### config.mk
export PLATFORM = sky130hd
export DESIGN_NAME = dac_serial_front
export DESIGN_NICKNAME = d
export VERILOG_FILES = /design/src/rtl/dacfe_pkg.sv /design/src/rtl/dacfe_sync_edge.sv /design/src/rtl/dacfe_frame.sv /design/src/rtl/dacfe_regs.sv /design/src/rtl/dacfe_seg_decode.sv /design/src/rtl/dac_serial_front.sv
export SDC_FILE = /design/constraint.sdc
export NUM_CORES = 1
export LEC_CHECK = 0
export ABC_AREA = 1
export BUFFER_PORTS_ARGS = -buffer_cell sky130_fd_sc_hd__buf_2
export CORE_MARGIN = 2
export CORE_UTILIZATION = 59
export DETAILED_ROUTE_END_ITERATION = 6
export PLACE_DENSITY = 0.8
export SETUP_SLACK_MARGIN = 0.02
export SYNTH_ARGS = -nofsm -noshare
export SYNTH_HDL_FRONTEND = slang
export SYNTH_HIERARCHICAL = 1
export SYNTH_SLANG_ARGS = --single-unit
### constraint.sdc
create_clock -name clk -period 1.8 [get_ports clk]
set_clock_uncertainty 0.05 [all_clocks]
set_input_delay 0.09 -clock clk [delete_from_list [all_inputs] [get_ports clk]]
set_output_delay 0.09 -clock clk [all_outputs]
set_load 0.005 [all_outputs]
### src/rtl/dacfe_pkg.sv
package dacfe_pkg;

  typedef enum logic [1:0] {
    LOAD_NORMAL = 2'b00,
    LOAD_HIZ    = 2'b01,
    LOAD_R100K  = 2'b10,
    LOAD_R1K    = 2'b11
  } load_sel_e;

  // Leading bits of a frame that mark a software reset when all set.
  localparam int HDR_W = 8;

  function automatic logic header_is_reset(input logic [HDR_W-1:0] hdr);
    return &hdr;
  endfunction

  // Thermometer line index i is on when the segment value exceeds i.
  function automatic logic therm_line(input int unsigned idx, input int unsigned seg);
    return (idx < seg);
  endfunction

endpackage

### src/rtl/dacfe_sync_edge.sv
module dacfe_sync_edge #(
  parameter int          W       = 3,
  parameter int          STAGES  = 2,
  parameter logic [W-1:0] RST_VAL = '0
) (
  input  logic         clk,
  input  logic         rst_n,
  input  logic [W-1:0] raw_i,
  output logic [W-1:0] lvl_o,
  output logic [W-1:0] rise_o,
  output logic [W-1:0] fall_o
);
  logic [W-1:0] pipe [STAGES];
  logic [W-1:0] prev_q;

  always_ff @(posedge clk or negedge rst_n) begin
    if (!rst_n) begin
      for (int k = 0; k < STAGES; k++) pipe[k] <= RST_VAL;
      prev_q <= RST_VAL;
    end else begin
      pipe[0] <= raw_i;
      for (int k = 1; k < STAGES; k++) pipe[k] <= pipe[k-1];
      prev_q <= pipe[STAGES-1];
    end
  end

  assign lvl_o  = pipe[STAGES-1];
  assign rise_o = ~prev_q & pipe[STAGES-1];
  assign fall_o = prev_q & ~pipe[STAGES-1];
endmodule

### src/rtl/dacfe_frame.sv
module dacfe_frame #(
  parameter int FRAME_W = 24
) (
  input  logic               clk,
  input  logic               rst_n,
  input  logic               sync_fall_i,
  input  logic               sync_rise_i,
  input  logic               sclk_fall_i,
  input  logic               sdi_i,
  output logic               start_o,
  output logic               abort_o,
  output logic               commit_o,
  output logic               swreset_o,
  output logic [FRAME_W-1:0] word_o
);
  import dacfe_pkg::*;
  localparam int CW = $clog2(FRAME_W + 1);

  logic               active_q;
  logic [CW-1:0]      cnt_q;
  logic [FRAME_W-1:0] shreg_q;
  logic               lock_q;

  logic [FRAME_W-1:0] shifted;
  logic               last_edge;

  assign shifted   = {shreg_q[FRAME_W-2:0], sdi_i};
  assign last_edge = active_q && sclk_fall_i && (cnt_q == CW'(FRAME_W - 1));
  assign start_o   = sync_fall_i;
  assign abort_o   = active_q && sync_rise_i && !lock_q;

  always_ff @(posedge clk or negedge rst_n) begin
    if (!rst_n) begin
      active_q  <= 1'b0;
      cnt_q     <= '0;
      shreg_q   <= '0;
      lock_q    <= 1'b0;
      commit_o  <= 1'b0;
      swreset_o <= 1'b0;
      word_o    <= '0;
    end else begin
      commit_o  <= 1'b0;
      swreset_o <= 1'b0;
      if (sync_fall_i) begin
        active_q <= 1'b1;
        cnt_q    <= '0;
        shreg_q  <= '0;
        lock_q   <= 1'b0;
      end else if (sync_rise_i && active_q) begin
        if (lock_q) begin
          commit_o  <= 1'b1;
          swreset_o <= 1'b1;
          word_o    <= shreg_q;
        end
        active_q <= 1'b0;
        cnt_q    <= '0;
        shreg_q  <= '0;
        lock_q   <= 1'b0;
      end else if (active_q && sclk_fall_i) begin
        shreg_q <= shifted;
        cnt_q   <= cnt_q + 1'b1;
        if (cnt_q == CW'(HDR_W - 1) && header_is_reset(shifted[HDR_W-1:0]))
          lock_q <= 1'b1;
        if (last_edge) begin
          commit_o  <= 1'b1;
          swreset_o <= lock_q;
          word_o    <= shifted;
          active_q  <= 1'b0;
        end
      end
    end
  end
endmodule

### src/rtl/dacfe_regs.sv
module dacfe_regs #(
  parameter int FRAME_W     = 24,
  parameter int CODE_W      = 16,
  parameter int MODE_W      = 2,
  parameter bit RESET_MID   = 1'b0,
  parameter int EXIT_CYCLES = 313
) (
  input  logic               clk,
  input  logic               rst_n,
  input  logic               commit_i,
  input  logic               swreset_i,
  input  logic [FRAME_W-1:0] word_i,
  output logic [CODE_W-1:0]  code_o,
  output logic [MODE_W-1:0]  mode_o,
  output logic               ready_o,
  output logic               exit_start_o
);
  localparam logic [CODE_W-1:0] RST_CODE = RESET_MID ? (CODE_W'(1) << (CODE_W - 1)) : '0;
  localparam int TW      = $clog2(EXIT_CYCLES + 1);
  localparam int SEL_BIT = FRAME_W - 2;
  localparam int MODE_LO = FRAME_W - 2 - MODE_W;

  logic [CODE_W-1:0] code_q, code_nx, rcode_q, rcode_nx;
  logic [MODE_W-1:0] mode_q, mode_nx, field_mode;
  logic [TW-1:0]     timer_q;

  assign field_mode = word_i[MODE_LO +: MODE_W];

  always_comb begin
    code_nx  = code_q;
    rcode_nx = rcode_q;
    mode_nx  = mode_q;
    if (commit_i) begin
      if (swreset_i) begin
        code_nx = rcode_q;
        mode_nx = '0;
      end else begin
        mode_nx = field_mode;
        if (word_i[SEL_BIT])
          rcode_nx = word_i[CODE_W-1:0];
        else if (field_mode == '0)
          code_nx = word_i[CODE_W-1:0];
      end
    end
  end

  assign exit_start_o = (mode_q != '0) && (mode_nx == '0);

  always_ff @(posedge clk or negedge rst_n) begin
    if (!rst_n) begin
      code_q  <= RST_CODE;
      rcode_q <= RST_CODE;
      mode_q  <= '0;
      timer_q <= '0;
    end else begin
      code_q  <= code_nx;
      rcode_q <= rcode_nx;
      mode_q  <= mode_nx;
      if (exit_start_o)       timer_q <= TW'(EXIT_CYCLES);
      else if (timer_q != '0) timer_q <= timer_q - 1'b1;
    end
  end

  assign code_o  = code_q;
  assign mode_o  = mode_q;
  assign ready_o = (mode_q == '0) && (timer_q == '0);
endmodule

### src/rtl/dacfe_seg_decode.sv
module dacfe_seg_decode #(
  parameter int CODE_W   = 16,
  parameter int SEG_BITS = 4
) (
  input  logic [CODE_W-1:0]             code_i,
  output logic [(1<<SEG_BITS)-2:0]      therm_o,
  output logic [CODE_W-SEG_BITS-1:0]    bin_o
);
  import dacfe_pkg::*;
  localparam int TH_W  = (1 << SEG_BITS) - 1;
  localparam int BIN_W = CODE_W - SEG_BITS;

  logic [SEG_BITS-1:0] seg;
  assign seg = code_i[CODE_W-1 -: SEG_BITS];

  for (genvar i = 0; i < TH_W; i++) begin : g_th
    assign therm_o[i] = therm_line(i, int'(seg));
  end

  assign bin_o = code_i[BIN_W-1:0];
endmodule

### src/rtl/dac_serial_front.sv
module dac_serial_front #(
  parameter int FRAME_W     = 24,
  parameter int CODE_W      = 16,
  parameter int SEG_BITS    = 4,
  parameter int MODE_W      = 2,
  parameter int SYNC_STAGES = 2,
  parameter bit RESET_MID   = 1'b0,
  parameter int EXIT_CYCLES = 313
) (
  input  logic                          clk,
  input  logic                          rst_n,
  input  logic                          sync_n_i,
  input  logic                          sclk_i,
  input  logic                          sdi_i,
  output logic [CODE_W-1:0]             dac_code_o,
  output logic [MODE_W-1:0]             load_sel_o,
  output logic                          ready_o,
  output logic [(1<<SEG_BITS)-2:0]      seg_therm_o,
  output logic [CODE_W-SEG_BITS-1:0]    seg_bin_o
);
  logic [2:0] pin_lvl, pin_rise, pin_fall;

  logic               frame_start, frame_abort, frame_commit, frame_swreset;
  logic [FRAME_W-1:0] frame_word;
  logic               exit_start;

  dacfe_sync_edge #(.W(3), .STAGES(SYNC_STAGES), .RST_VAL(3'b011)) u_sync (
    .clk    (clk),
    .rst_n  (rst_n),
    .raw_i  ({sdi_i, sclk_i, sync_n_i}),
    .lvl_o  (pin_lvl),
    .rise_o (pin_rise),
    .fall_o (pin_fall)
  );

  dacfe_frame #(.FRAME_W(FRAME_W)) u_frame (
    .clk         (clk),
    .rst_n       (rst_n),
    .sync_fall_i (pin_fall[0]),
    .sync_rise_i (pin_rise[0]),
    .sclk_fall_i (pin_fall[1]),
    .sdi_i       (pin_lvl[2]),
    .start_o     (frame_start),
    .abort_o     (frame_abort),
    .commit_o    (frame_commit),
    .swreset_o   (frame_swreset),
    .word_o      (frame_word)
  );

  dacfe_regs #(
    .FRAME_W(FRAME_W), .CODE_W(CODE_W), .MODE_W(MODE_W),
    .RESET_MID(RESET_MID), .EXIT_CYCLES(EXIT_CYCLES)
  ) u_regs (
    .clk          (clk),
    .rst_n        (rst_n),
    .commit_i     (frame_commit),
    .swreset_i    (frame_swreset),
    .word_i       (frame_word),
    .code_o       (dac_code_o),
    .mode_o       (load_sel_o),
    .ready_o      (ready_o),
    .exit_start_o (exit_start)
  );

  dacfe_seg_decode #(.CODE_W(CODE_W), .SEG_BITS(SEG_BITS)) u_seg (
    .code_i  (dac_code_o),
    .therm_o (seg_therm_o),
    .bin_o   (seg_bin_o)
  );
endmodule

==> Word-level counts from Yosys, hierarchy flattened <==
Index checks and enable logic that the tools add are counted.
{ "op_classes": {"n_eq_ne": 4, "reduce_logical": 25, "n_addsub": 2, "n_mux": 34, "magnitude_cmp": 15, "bitwise_logic": 6} }
{ "op_table": {"columns": ["op", "n"], "rows": [
  ["23-bit two-way mux", 7],
  ["16-bit two-way mux", 3],
  ["4-bit < comparator (first input constant)", 7],
  ["9-bit two-way mux", 2],
  ["1-bit two-way mux", 17],
  ["3-bit by 4-bit < comparator with 1-bit output (first input constant)", 4],
  ["5-bit two-way mux", 3],
  ["2-bit nonzero test", 5],
  ["9-bit zero test", 1],
  ["3-bit nonzero test", 3],
  ["9-bit nonzero test", 1],
  ["9-bit by 1-bit subtractor with 9-bit output (second input constant)", 1],
  ["1-bit by 4-bit < comparator with 1-bit output (first input constant)", 2],
  ["2-bit by 4-bit < comparator with 1-bit output (first input constant)", 2],
  ["8-bit AND reduction", 1],
  ["1-bit logical AND", 6],
  ["2-bit zero test", 3],
  ["3-bit AND reduction", 2],
  ["5-bit by 1-bit adder with 5-bit output (second input constant)", 1],
  ["5-bit by 3-bit == test with 1-bit output (second input constant)", 1],
  ["5-bit == test (second input constant)", 1],
  ["2-bit two-way mux", 2],
  ["2-bit by 1-bit != test with 1-bit output (second input constant)", 2],
  ["2-bit AND reduction", 2],
  ["other kinds (5)", 7]
]} }
{ "word_totals": {"regBits": 106, "output_inout_bits": 46, "elab_cells": 100, "input_bits": 5} }

==> Longest topological paths before layout <==
Gate-level depths: netlist of the first run.
{ "logic_depth": {"word_depth": 8, "ltp_mapped": 9, "ltp_nobuf": 9} }

==> By module <==
Netlist of the first run, hierarchy kept.
{ "modules_own_cells": {"columns": ["module", "seq_area_each_um2", "n_inst", "cells_per_inst", "area_per_inst_um2"], "rows": [
  ["dacfe_frame", 1426.4, 1, 296, 2522.4],
  ["dacfe_regs", 1076.0, 1, 248, 1989.4],
  ["dacfe_sync_edge", 232.7, 1, 24, 300.3],
  ["dacfe_seg_decode", 0.0, 1, 36, 201.4]
]} }

==> Worst setup path after synthesis of the first run <==
OpenSTA, ideal clock, no wires.
{ "synth_timing": {"kind": "reg-to-reg", "startpoint": "register u_sync.prev_q[1]", "endpoint": "register u_frame.word_o[22]", "n_path_buf": 1, "path_slack_ns": 0.162, "synth_period_minus_slack_ns": 1.638, "arrival_ns": 1.472, "path_stages_with_launch": 9, "required_ns": 1.634, "setup_ns": 0.116, "cell_sequence": "dfstp_2 > inv_1 > nor2_1 > nand3_2 > o21ai_4 > nand2_2 > buf_2 > nand2_1 > nand2_1"} }
{ "synth_via": {"elab_chain_cells": 5, "word_cells_on_any_way": 6, "classes_between": "bitwise (1); reduce/logical (5)"} }
{ "synth_rtl": {"columns": ["element", "line_no", "source"], "rows": [
  ["from (decl)", "dacfe_sync_edge.sv:14", "logic [W-1:0] prev_q;"],
  ["from (signal assigned)", "dacfe_sync_edge.sv:23", "prev_q <= pipe[STAGES-1];"],
  ["2-bit AND *", "dacfe_sync_edge.sv:29", "assign fall_o = prev_q & ~pipe[STAGES-1];"],
  ["net pin_fall[1]", "dac_serial_front.sv:21", "logic [2:0] pin_lvl, pin_rise, pin_fall;"],
  ["1-bit logical AND *", "dacfe_frame.sv:28, dacfe_frame.sv:59", null],
  ["1-bit logical AND", "dacfe_frame.sv:28", "assign last_edge = active_q && sclk_fall_i && (cnt_q == CW'(FRAME_W - 1));"],
  ["2-bit nonzero test (no source line)", null, null],
  ["4-bit AND reduction (no source line) *", null, null],
  ["to (signal assigned)", "dacfe_frame.sv:53", "word_o <= shreg_q;"],
  ["to (signal assigned)", "dacfe_frame.sv:67", "word_o <= shifted;"],
  ["to (decl)", "dacfe_frame.sv:14", "output logic [FRAME_W-1:0] word_o"]
]} }
The timed path passes the listed nets; every way through them passes the cells marked *.
A chain may end at the register's enable or synchronous reset.

==> Final worst setup path of the first run <==
{ "layout_timing": {"startpoint": "register u_regs.timer_q[0]", "endpoint": "output port ready_o"} }
{ "layout_via": {"elab_chain_cells": 2} }
{ "layout_rtl": {"columns": ["element", "line_no", "source"], "rows": [
  ["from (decl)", "dacfe_regs.sv:25", "logic [TW-1:0] timer_q;"],
  ["from (signal assigned)", "dacfe_regs.sv:59", "if (exit_start_o) timer_q <= TW'(EXIT_CYCLES);"],
  ["from (signal assigned)", "dacfe_regs.sv:60", "else if (timer_q != '0) timer_q <= timer_q - 1'b1;"],
  ["9-bit zero test", "dacfe_regs.sv:66", "assign ready_o = (mode_q == '0) && (timer_q == '0);"],
  ["1-bit logical AND", "dacfe_regs.sv:66", null],
  ["to (decl)", "dac_serial_front.sv:17", "output logic ready_o,"]
]} }
No other way between the ends.

==> results of run 1 <==
[sequential cells by signal, summed over array words and instances (netlist names)]
name,count
u_sync/lvl_o,3
u_frame/lock_q,1
u_frame/active_q,1
u_frame/swreset_o,1
u_regs/timer_q,9
u_sync/pipe,3
u_frame/cnt_q,5
u_sync/prev_q,2
u_frame/commit_o,1
u_regs/rcode_q,16
u_regs/code_o,16
u_frame/shreg_q,23
u_regs/mode_o,2
u_frame/word_o,19
[timing repair]
item,4_1_cts,5_1_grt
endpoints found under the hold margin,41,0
endpoints found under the setup margin,8,26
gates resized for setup,6,5
gates cloned,0,0
hold buffers,4,0
buffers inserted,0,4
pin swaps,1,2
[final timing paths]
check	from	end	slack, ns	cells after the start
worst min register to register	u_sync/pipe[5]	u_sync/lvl_o[2]	0.31	0
min in group clk	u_sync/pipe[5]	u_sync/lvl_o[2]	0.31	0
max in group asynchronous	rst_n	u_regs/mode_o[0]	0.88	3
worst max register to register	u_sync/lvl_o[0]	u_frame/word_o[12]	0.14	7
worst max-delay path	u_regs/timer_q[0]	ready_o	0.14	7
worst min-delay path	rst_n	u_regs/code_o[4]	0.21	2
[critical path, stage by stage, from the launching register on]
cell and delay (ns):
dfrtp_1 0.40, inv_2 0.10, ha_4 0.16, nand2_2 0.07, nor2_4 0.14, nand3_4 0.09, nor2_1 0.09, buf_2 0.11
[metal layers]
metal | global-route usage, % | vias up | wire [um]
li1 | - | 1867 | -
met1 | 27.1 | 1733 | 3980
met2 | 36.8 | 90 | 4020
met3 | 5.48 | 4 | 403
met4 | 5.39 | 0 | 49
met5 | 0 | - | 0
[final cells by class]
type / count / area [um^2] / share of cell area (%)
well taps: 102 / 128 / 2.41
clock buffers: 9 / 124 / 2.33
inverters: 77 / 289 / 5.45
clock inverters: 7 / 80.1 / 1.51
flip-flops and latches: 102 / 2560 / 48.2
repair buffers: 72 / 482 / 9.08
multi-input cells: 344 / 1640 / 31.0
[where the power goes]
part / total, mW / internal, mW / switching, mW
combinational: 0.392 / 0.147 / 0.245
sequential: 2.39 / 2.35 / 0.0387
clock: 1.45 / 0.660 / 0.791
[stage by stage]
| step | utilization, % | instances | total power [mW] |
|---|---|---|---|
| 2_1_floorplan | - | 561 | 2.66 |
| 3_3_place_gp | 64.9 | 689 | 2.78 |
| 3_5_place_dp | 64.9 | 689 | 2.80 |
| 4_1_cts | 68.5 | 709 | 4.26 |
| 5_1_grt | 69.0 | 713 | 4.44 |
| 6_report | 69.0 | 713 | 4.23 |
==> flow_summary.ini, run 1 <==
[synthesis]
syn_area_per_cell_um2 = 8.34
synth_nets = 568
syn_inst = 561
yosysWarnings = 6
synth_area_mm2 = 0.00468

[detailed_routing]
vias = 3694
drt-wirelength-per-cell_um = 11.9
drc = 0
first_iter_violations = 172
antenna_left = 0
first_pass_iters = 5
drt_wl_total_um = 8450
vias_per_cell = 5.18

[layout]
final_nets = 613
final_common_cell = nand2_1
num_antenna_cells = 0
drive_gt1_share_pct = 19.5
fill_cells = 636
design_area_mm2 = 0.00531
mostFrequentLayoutCells = 142 x nand2_1, 96 x dfrtp_1, 73 x o21ai_0, 68 x inv_1, 49 x buf_2
area_growth_pct = 13.5

[min_path]
hp-class = input pin to async pin

[timing]
min_period_ns = 1.66
hold_slack_ns = 0.210
fin_ws_ns = 0.137
slew_headroom_pct = 63.6
worst_pin_slew_ns = 0.546
setup_tns_ns = 0
post-route-period-util_pct = 92.4
setup_violations = 0
max_freq_mhz = 601
final_hold_viol_count = 0
maxSlewViolCount = 0
rsz0062_at_grt = yes

[power]
power.density_mw_per_mm2 = 797
ir_drop_mv = 0.490
leakage_nw = 2.78

[grt]
overflow = 0
grt_pass1_wl_um = 14800
grt_max_degree = 43
antenna_found_initial = 0
grt_pass1_vias = 3383
grtUsageTotal_pct = 21.3

[cts]
cts.htree.levels = 3
root_buffer = clkbuf_8
cts_tree = built
clockBufferDepth = 2
cts_sinks = 102
cts_buffers = 9
cts.clk_slew.worst_paths_ns = 0.10
clkLatencyLatePin_ns = 0.36

[setup_path]
required_ns = 1.66
worstPathMaxFanout = 4
worstSetupEndpointType = output port
cp-start-kind = flip-flop
crit_type = flip-flop to output port
worst_ep_arrival_time_ns = 1.52

[floorplan]
start_util_pct = 60.8
coreArea_mm2 = 0.00769
die_w_um = 93.0
ioPinCount = 51
num_rows = 32
die_area_mm2 = 0.00866
fp.dieH_um = 93.0

[place]
gp_congestion = 0.776
pre_cts_ws_ns = 0.0235
dpl-instance-area_mm2 = 0.00499
port_buffers = 50
dp_hpwl_um = 5840

[flow_run]
max_cap_violations = 0

[run_status]
status = finished clean
Power figures use the tool's default switching activity.
==> run 2, diff against run 1 <==
--- a/config.mk
+++ b/config.mk
@@ -7,10 +7,13 @@
 export LEC_CHECK = 0
 export ABC_AREA = 1
 export BUFFER_PORTS_ARGS = -buffer_cell sky130_fd_sc_hd__buf_2
+export CELL_PAD_IN_SITES_DETAIL_PLACEMENT = 0
+export CELL_PAD_IN_SITES_GLOBAL_PLACEMENT = 1
 export CORE_MARGIN = 2
-export CORE_UTILIZATION = 59
+export CORE_UTILIZATION = 46
+export CTS_BUF_LIST = sky130_fd_sc_hd__clkbuf_8
 export DETAILED_ROUTE_END_ITERATION = 6
-export PLACE_DENSITY = 0.8
+export PLACE_DENSITY = 0.82
 export SETUP_SLACK_MARGIN = 0.02
 export SYNTH_ARGS = -nofsm -noshare
 export SYNTH_HDL_FRONTEND = slang
==> run 2 against run 1 <==
Sequential cell count unchanged; setup slack got worse by 0.036 ns; wire length increased by 0.71%; final cell count increased by 4.1%; sequential share of layout area decreased by 0.12 points; register-to-register slack improved by 0.03 ns; via count decreased by 2.3%; clock power about the same; first-iteration DRC count decreased by 19%; combinational power decreased by 4%; largest cell class unchanged.
==> flow_summary.ini, run 2 (synthesis gave the netlist of run 1 again) <==
[grt]
grt_max_degree = 50
antenna_found_initial = 0
grt_pass1_vias = 3212
overflow = 0
grt_pass1_wl_um = 14900
grtUsageTotal_pct = 16.3

[layout]
multi_input_area_mm2 = 0.00165
num_antenna_cells = 0
regArea_mm2 = 0.00256
largest_registers = u_frame/shreg_q: 23 flops, u_frame/word_o: 19 flops
final_nets = 611
area_growth_pct = 13.8
design_area_mm2 = 0.00532
largest_register = u_frame/shreg_q
fill_cells = 927
instances_no_fill = 742
drive_gt1_share_pct = 18.9
largest_reg_flops = 23
mostFrequentLayoutCells = 143 x nand2_1, 96 x dfrtp_1, 73 x o21ai_0, 70 x inv_1, 49 x buf_2
final_common_cell = nand2_1

[timing]
max_freq_mhz = 589
worst_pin_slew_ns = 0.631
maxSlewViolCount = 0
min_period_ns = 1.70
post-route-period-util_pct = 94.4
rsz0062_at_grt = yes
slew_headroom_pct = 57.7
final_hold_viol_count = 0
hold_slack_ns = 0.125
fin_ws_ns = 0.101
setup_violations = 0

[floorplan]
ioPinCount = 51
die_w_um = 105
start_util_pct = 47.6
num_rows = 36
coreArea_mm2 = 0.00982
die_area_mm2 = 0.0110
fp.dieH_um = 105

[setup_path]
worstSetupEndpointType = output port
worst_ep_arrival_time_ns = 1.56
required_ns = 1.66
crit_type = flip-flop to output port
worstRegToRegCells = 7
cp-start-kind = flip-flop
rr_startpoint = u_sync/prev_q[1]
rrSetupSlack_ns = 0.17
crit_path_end = ready_o
setup.worst_path.start = u_regs/timer_q[0]
r2r-end = u_frame/word_o[14]
worstPathMaxFanout = 7

[flow_run]
max_cap_violations = 0

[min_path]
hp-class = input pin to async pin

[cts]
cts_sinks = 102
cts_buffers = 9
root_buffer = clkbuf_8
clockBufferDepth = 2
cts_tree = built
cts.clk_slew.worst_paths_ns = 0.10
cts.htree.levels = 3
clkLatencyLatePin_ns = 0.36

[power]
power.density_mw_per_mm2 = 788
leakage_nw = 2.76
ir_drop_mv = 0.377

[place]
dp.cells = 719
gp_congestion = 0.753
port_buffers = 50
dpl-instance-area_mm2 = 0.00501
pre_cts_ws_ns = 0.0479
dp_hpwl_um = 6020

[detailed_routing]
first_pass_iters = 4
first_iter_violations = 139
drt-wirelength-per-cell_um = 11.5
vias = 3608
drt_wl_total_um = 8510
drc = 0
vias_per_cell = 4.86
antenna_left = 0

[run_status]
status = finished clean
-- run 2: cell count changes in the layout (fill, tap and decap cells not counted) --
cell        delta
inv_1          +2
nand2_2        -1
buf_12         -1
o21ai_4        +1
buf_4          -1
inv_2          -1
inv_6          -2
clkinvlp_4     +1
nand2_1        +1
o21ai_1        -1
-- run 2: where the power goes --
part | internal, mW | switching (mW)
clock | 0.645 | 0.781
combinational | 0.137 | 0.240
sequential | 2.35 | 0.0387
total | 3.13 | 1.06
-- run 2: metrics by stage --
step	utilization [%]	power, mW	setup TNS, ns
detailed placement	51.1	2.79	0
CTS	53.9	4.24	0
global route	54.2	4.39	-0.0111
finish	54.2	4.19	0
global placement	51.1	2.79	0
floorplan	-	2.66	0
-- run 2: cell type report --
cell class                      instances  share of cell area (%)
Clock buffer                            9                    2.33
Inverter                               77                    5.43
Sequential cell                       102                    48.1
Clock inverter                          7                    1.39
Timing Repair Buffer                   70                    8.54
Multi-Input combinational cell        344                    31.1
Tap cell                              133                    3.13
-- run 2: worst min path at each step --
stage | startpoint | to | slack [ns]
2_1_floorplan | rst_n | u_frame/active_q | -0.26
3_3_place_gp | rst_n | u_sync/lvl_o[2] | -0.02
3_5_place_dp | rst_n | u_sync/lvl_o[2] | -0.02
4_1_cts | rst_n | u_sync/lvl_o[2] | 0.13
5_1_grt | rst_n | u_sync/lvl_o[2] | 0.16
6_report | rst_n | u_sync/lvl_o[2] | 0.12
-- run 2: worst max-delay path: stages (launching register included) --
cell and delay (ns):
dfrtp_1 0.41, inv_2 0.09, ha_4 0.16, nand2_2 0.08, nor2_4 0.11, nand3_4 0.13, nor2_2 0.11, buf_2 0.12
-- run 2: metal layers --
metal  track usage (%)  vias up  share of wire (%)
li1                  -     1861                  -
met3              2.43        7                3.3
met4              5.43        0                1.0
met1              23.8     1669                 52
met5                 0        -                  0
met2              25.0       71                 44
-- run 2: repair_timing --
action,CTS,global route
hold buffers,4,0
buffers inserted,3,0
gates cloned,0,0
pin swaps,1,3
setup endpoints to repair,1,36
gates resized for setup,4,6
endpoints found under the hold margin,105,0
==> run 3, diff against run 2 <==
--- a/config.mk
+++ b/config.mk
@@ -9,7 +9,6 @@
 export BUFFER_PORTS_ARGS = -buffer_cell sky130_fd_sc_hd__buf_2
 export CELL_PAD_IN_SITES_DETAIL_PLACEMENT = 0
 export CELL_PAD_IN_SITES_GLOBAL_PLACEMENT = 1
-export CORE_MARGIN = 2
 export CORE_UTILIZATION = 46
 export CTS_BUF_LIST = sky130_fd_sc_hd__clkbuf_8
 export DETAILED_ROUTE_END_ITERATION = 6
==> constraint.sdc (replaced) <==
create_clock -name clk -period 1.8 [get_ports clk]
set_clock_uncertainty 0.05 [all_clocks]
set_input_delay 0.09 -clock clk [delete_from_list [all_inputs] [get_ports clk]]
set_output_delay 0.09 -clock clk [all_outputs]
set_load 0.1 [all_outputs]
==> run 3 against run 2 <==
Count of clock-buffer cells in the layout unchanged; non-clock buffer count unchanged; combinational power rose by 66%; clock power grew 7%; sequential share of layout area decreased by 0.97 points; critical path depth unchanged; sequential cell count unchanged.
==> flow_summary.ini, run 3 (synthesis gave the netlist of run 1 again) <==
[grt]
grtUsageTotal_pct = 17.7
grt_pass1_vias = 3205
grt_pass1_wl_um = 14700
antenna_found_initial = 0
grt_max_degree = 39
overflow = 0

[floorplan]
num_rows = 36
fp.dieH_um = 103
die_w_um = 103
ioPinCount = 51
coreArea_mm2 = 0.00982
start_util_pct = 47.6
die_area_mm2 = 0.0106

[setup_path]
crit_family = simple AND/OR/NAND/NOR gates
crit_top_cell = nor2_4
crit_buf_inv = 2
required_ns = 1.66
worst_ep_arrival_time_ns = 1.60
slowest_stage = dfrtp_1
rrSetupSlack_ns = 0.15
cp-start-kind = flip-flop
worstSetupEndpointType = output port
critPathMaxStageDelay_ns = 0.41
crit_type = flip-flop to output port
crit_path_cell_trace = inv_2, ha_4, nand2_2, nor2_4, nand3_4, nor2_4, buf_12
worstPathMaxFanout = 2

[timing]
fin_ws_ns = 0.0574
setup_tns_ns = 0
max_freq_mhz = 574
maxSlewViolCount = 0
slew_headroom_pct = 58.2
final_hold_viol_count = 0
post-route-period-util_pct = 96.8
min_period_ns = 1.74
rsz0062_at_grt = yes
setup_violations = 0
worst_pin_slew_ns = 0.625
hold_slack_ns = 0.140

[run_status]
status = finished clean

[layout]
largest_register = u_frame/shreg_q
final_core_util_pct = 55.4
largest_reg_flops = 23
mostFrequentLayoutCells = 139 x nand2_1, 92 x dfrtp_1, 73 x o21ai_0, 67 x inv_1, 48 x buf_2
fill_cells = 934
num_antenna_cells = 0
area_growth_pct = 16.3
largest_registers = u_frame/shreg_q: 23 flops, u_frame/word_o: 19 flops
instances_no_fill = 742
final_nets = 611
final_common_cell = nand2_1
drive_gt1_share_pct = 21.5

[power]
ir_drop_mv = 0.473
power.density_mw_per_mm2 = 835
leakage_nw = 2.78

[cts]
clkLatencyLatePin_ns = 0.37
cts_tree = built
cts_buffers = 9
cts.clk_slew.worst_paths_ns = 0.10
cts.htree.levels = 3
clockBufferDepth = 2
cts_sinks = 102
root_buffer = clkbuf_8

[place]
dp_hpwl_um = 6020
pre_cts_ws_ns = 0.0919
port_buffers = 50
gp_congestion = 0.756
dp.cells = 719

[detailed_routing]
vias = 3554
first_pass_iters = 4
antenna_left = 0
first_iter_violations = 181
vias_per_cell = 4.79
drt-wirelength-per-cell_um = 11.8
drt_wl_total_um = 8740
drc = 0

[min_path]
hp-class = input pin to async pin

[flow_run]
max_cap_violations = 0
[run 3: routing by layer]
| layer | vias up | routed length (um) | global-route usage [%] |
|---|---|---|---|
| li1 | 1862 | - | - |
| met1 | 1615 | 4660 | 25.8 |
| met2 | 68 | 3700 | 27.0 |
| met3 | 9 | 276 | 3.25 |
| met4 | 0 | 104 | 5.53 |
| met5 | - | 0 | 0 |
[run 3: layout make-up]
class | count | area (um^2) | share of cell area, %
clock buffers | 9 | 124 | 2.28
clock inverters | 7 | 86.3 | 1.59
inverters | 77 | 293 | 5.38
multi-input cells | 344 | 1730 | 31.8
flip-flops and latches | 102 | 2560 | 47.1
well taps | 133 | 166 | 3.06
repair buffers | 70 | 478 | 8.79
[run 3: where the power goes]
| group | total (mW) | switching, mW | internal (mW) |
|---|---|---|---|
| registers | 2.39 | 0.0381 | 2.35 |
| clock network | 1.53 | 0.854 | 0.675 |
| logic | 0.627 | 0.477 | 0.151 |
[run 3: path summary, 6_finish.rpt]
kind	start	endpoint	cells past startpoint
worst max-delay path	u_regs/timer_q[0]	ready_o	7
worst min-delay path	rst_n	u_regs/timer_q[4]	2
worst max register to register	u_sync/prev_q[1]	u_frame/swreset_o	7
worst min register to register	u_sync/pipe[3]	u_sync/lvl_o[0]	0
max in group asynchronous	rst_n	u_sync/lvl_o[1]	3
min in group clk	sdi_i	u_sync/pipe[5]	2
[run 3: timing repair]
| action | CTS | global route |
|---|---|---|
| setup endpoints to repair | 1 | 28 |
| setup buffers | 3 | 0 |
| gates resized for setup | 7 | 2 |
| hold buffers | 4 | 0 |
| endpoints found under the hold margin | 102 | 0 |
| pin swaps | 3 | 2 |
[run 3: through the flow]
step | total power, mW | instance area (um^2)
after floorplan | 2.89 | 4760
after global placement | 3.04 | 5130
after detailed placement | 3.04 | 5130
after CTS | 4.60 | 5430
after global routing | 4.76 | 5440
final | 4.54 | 5440
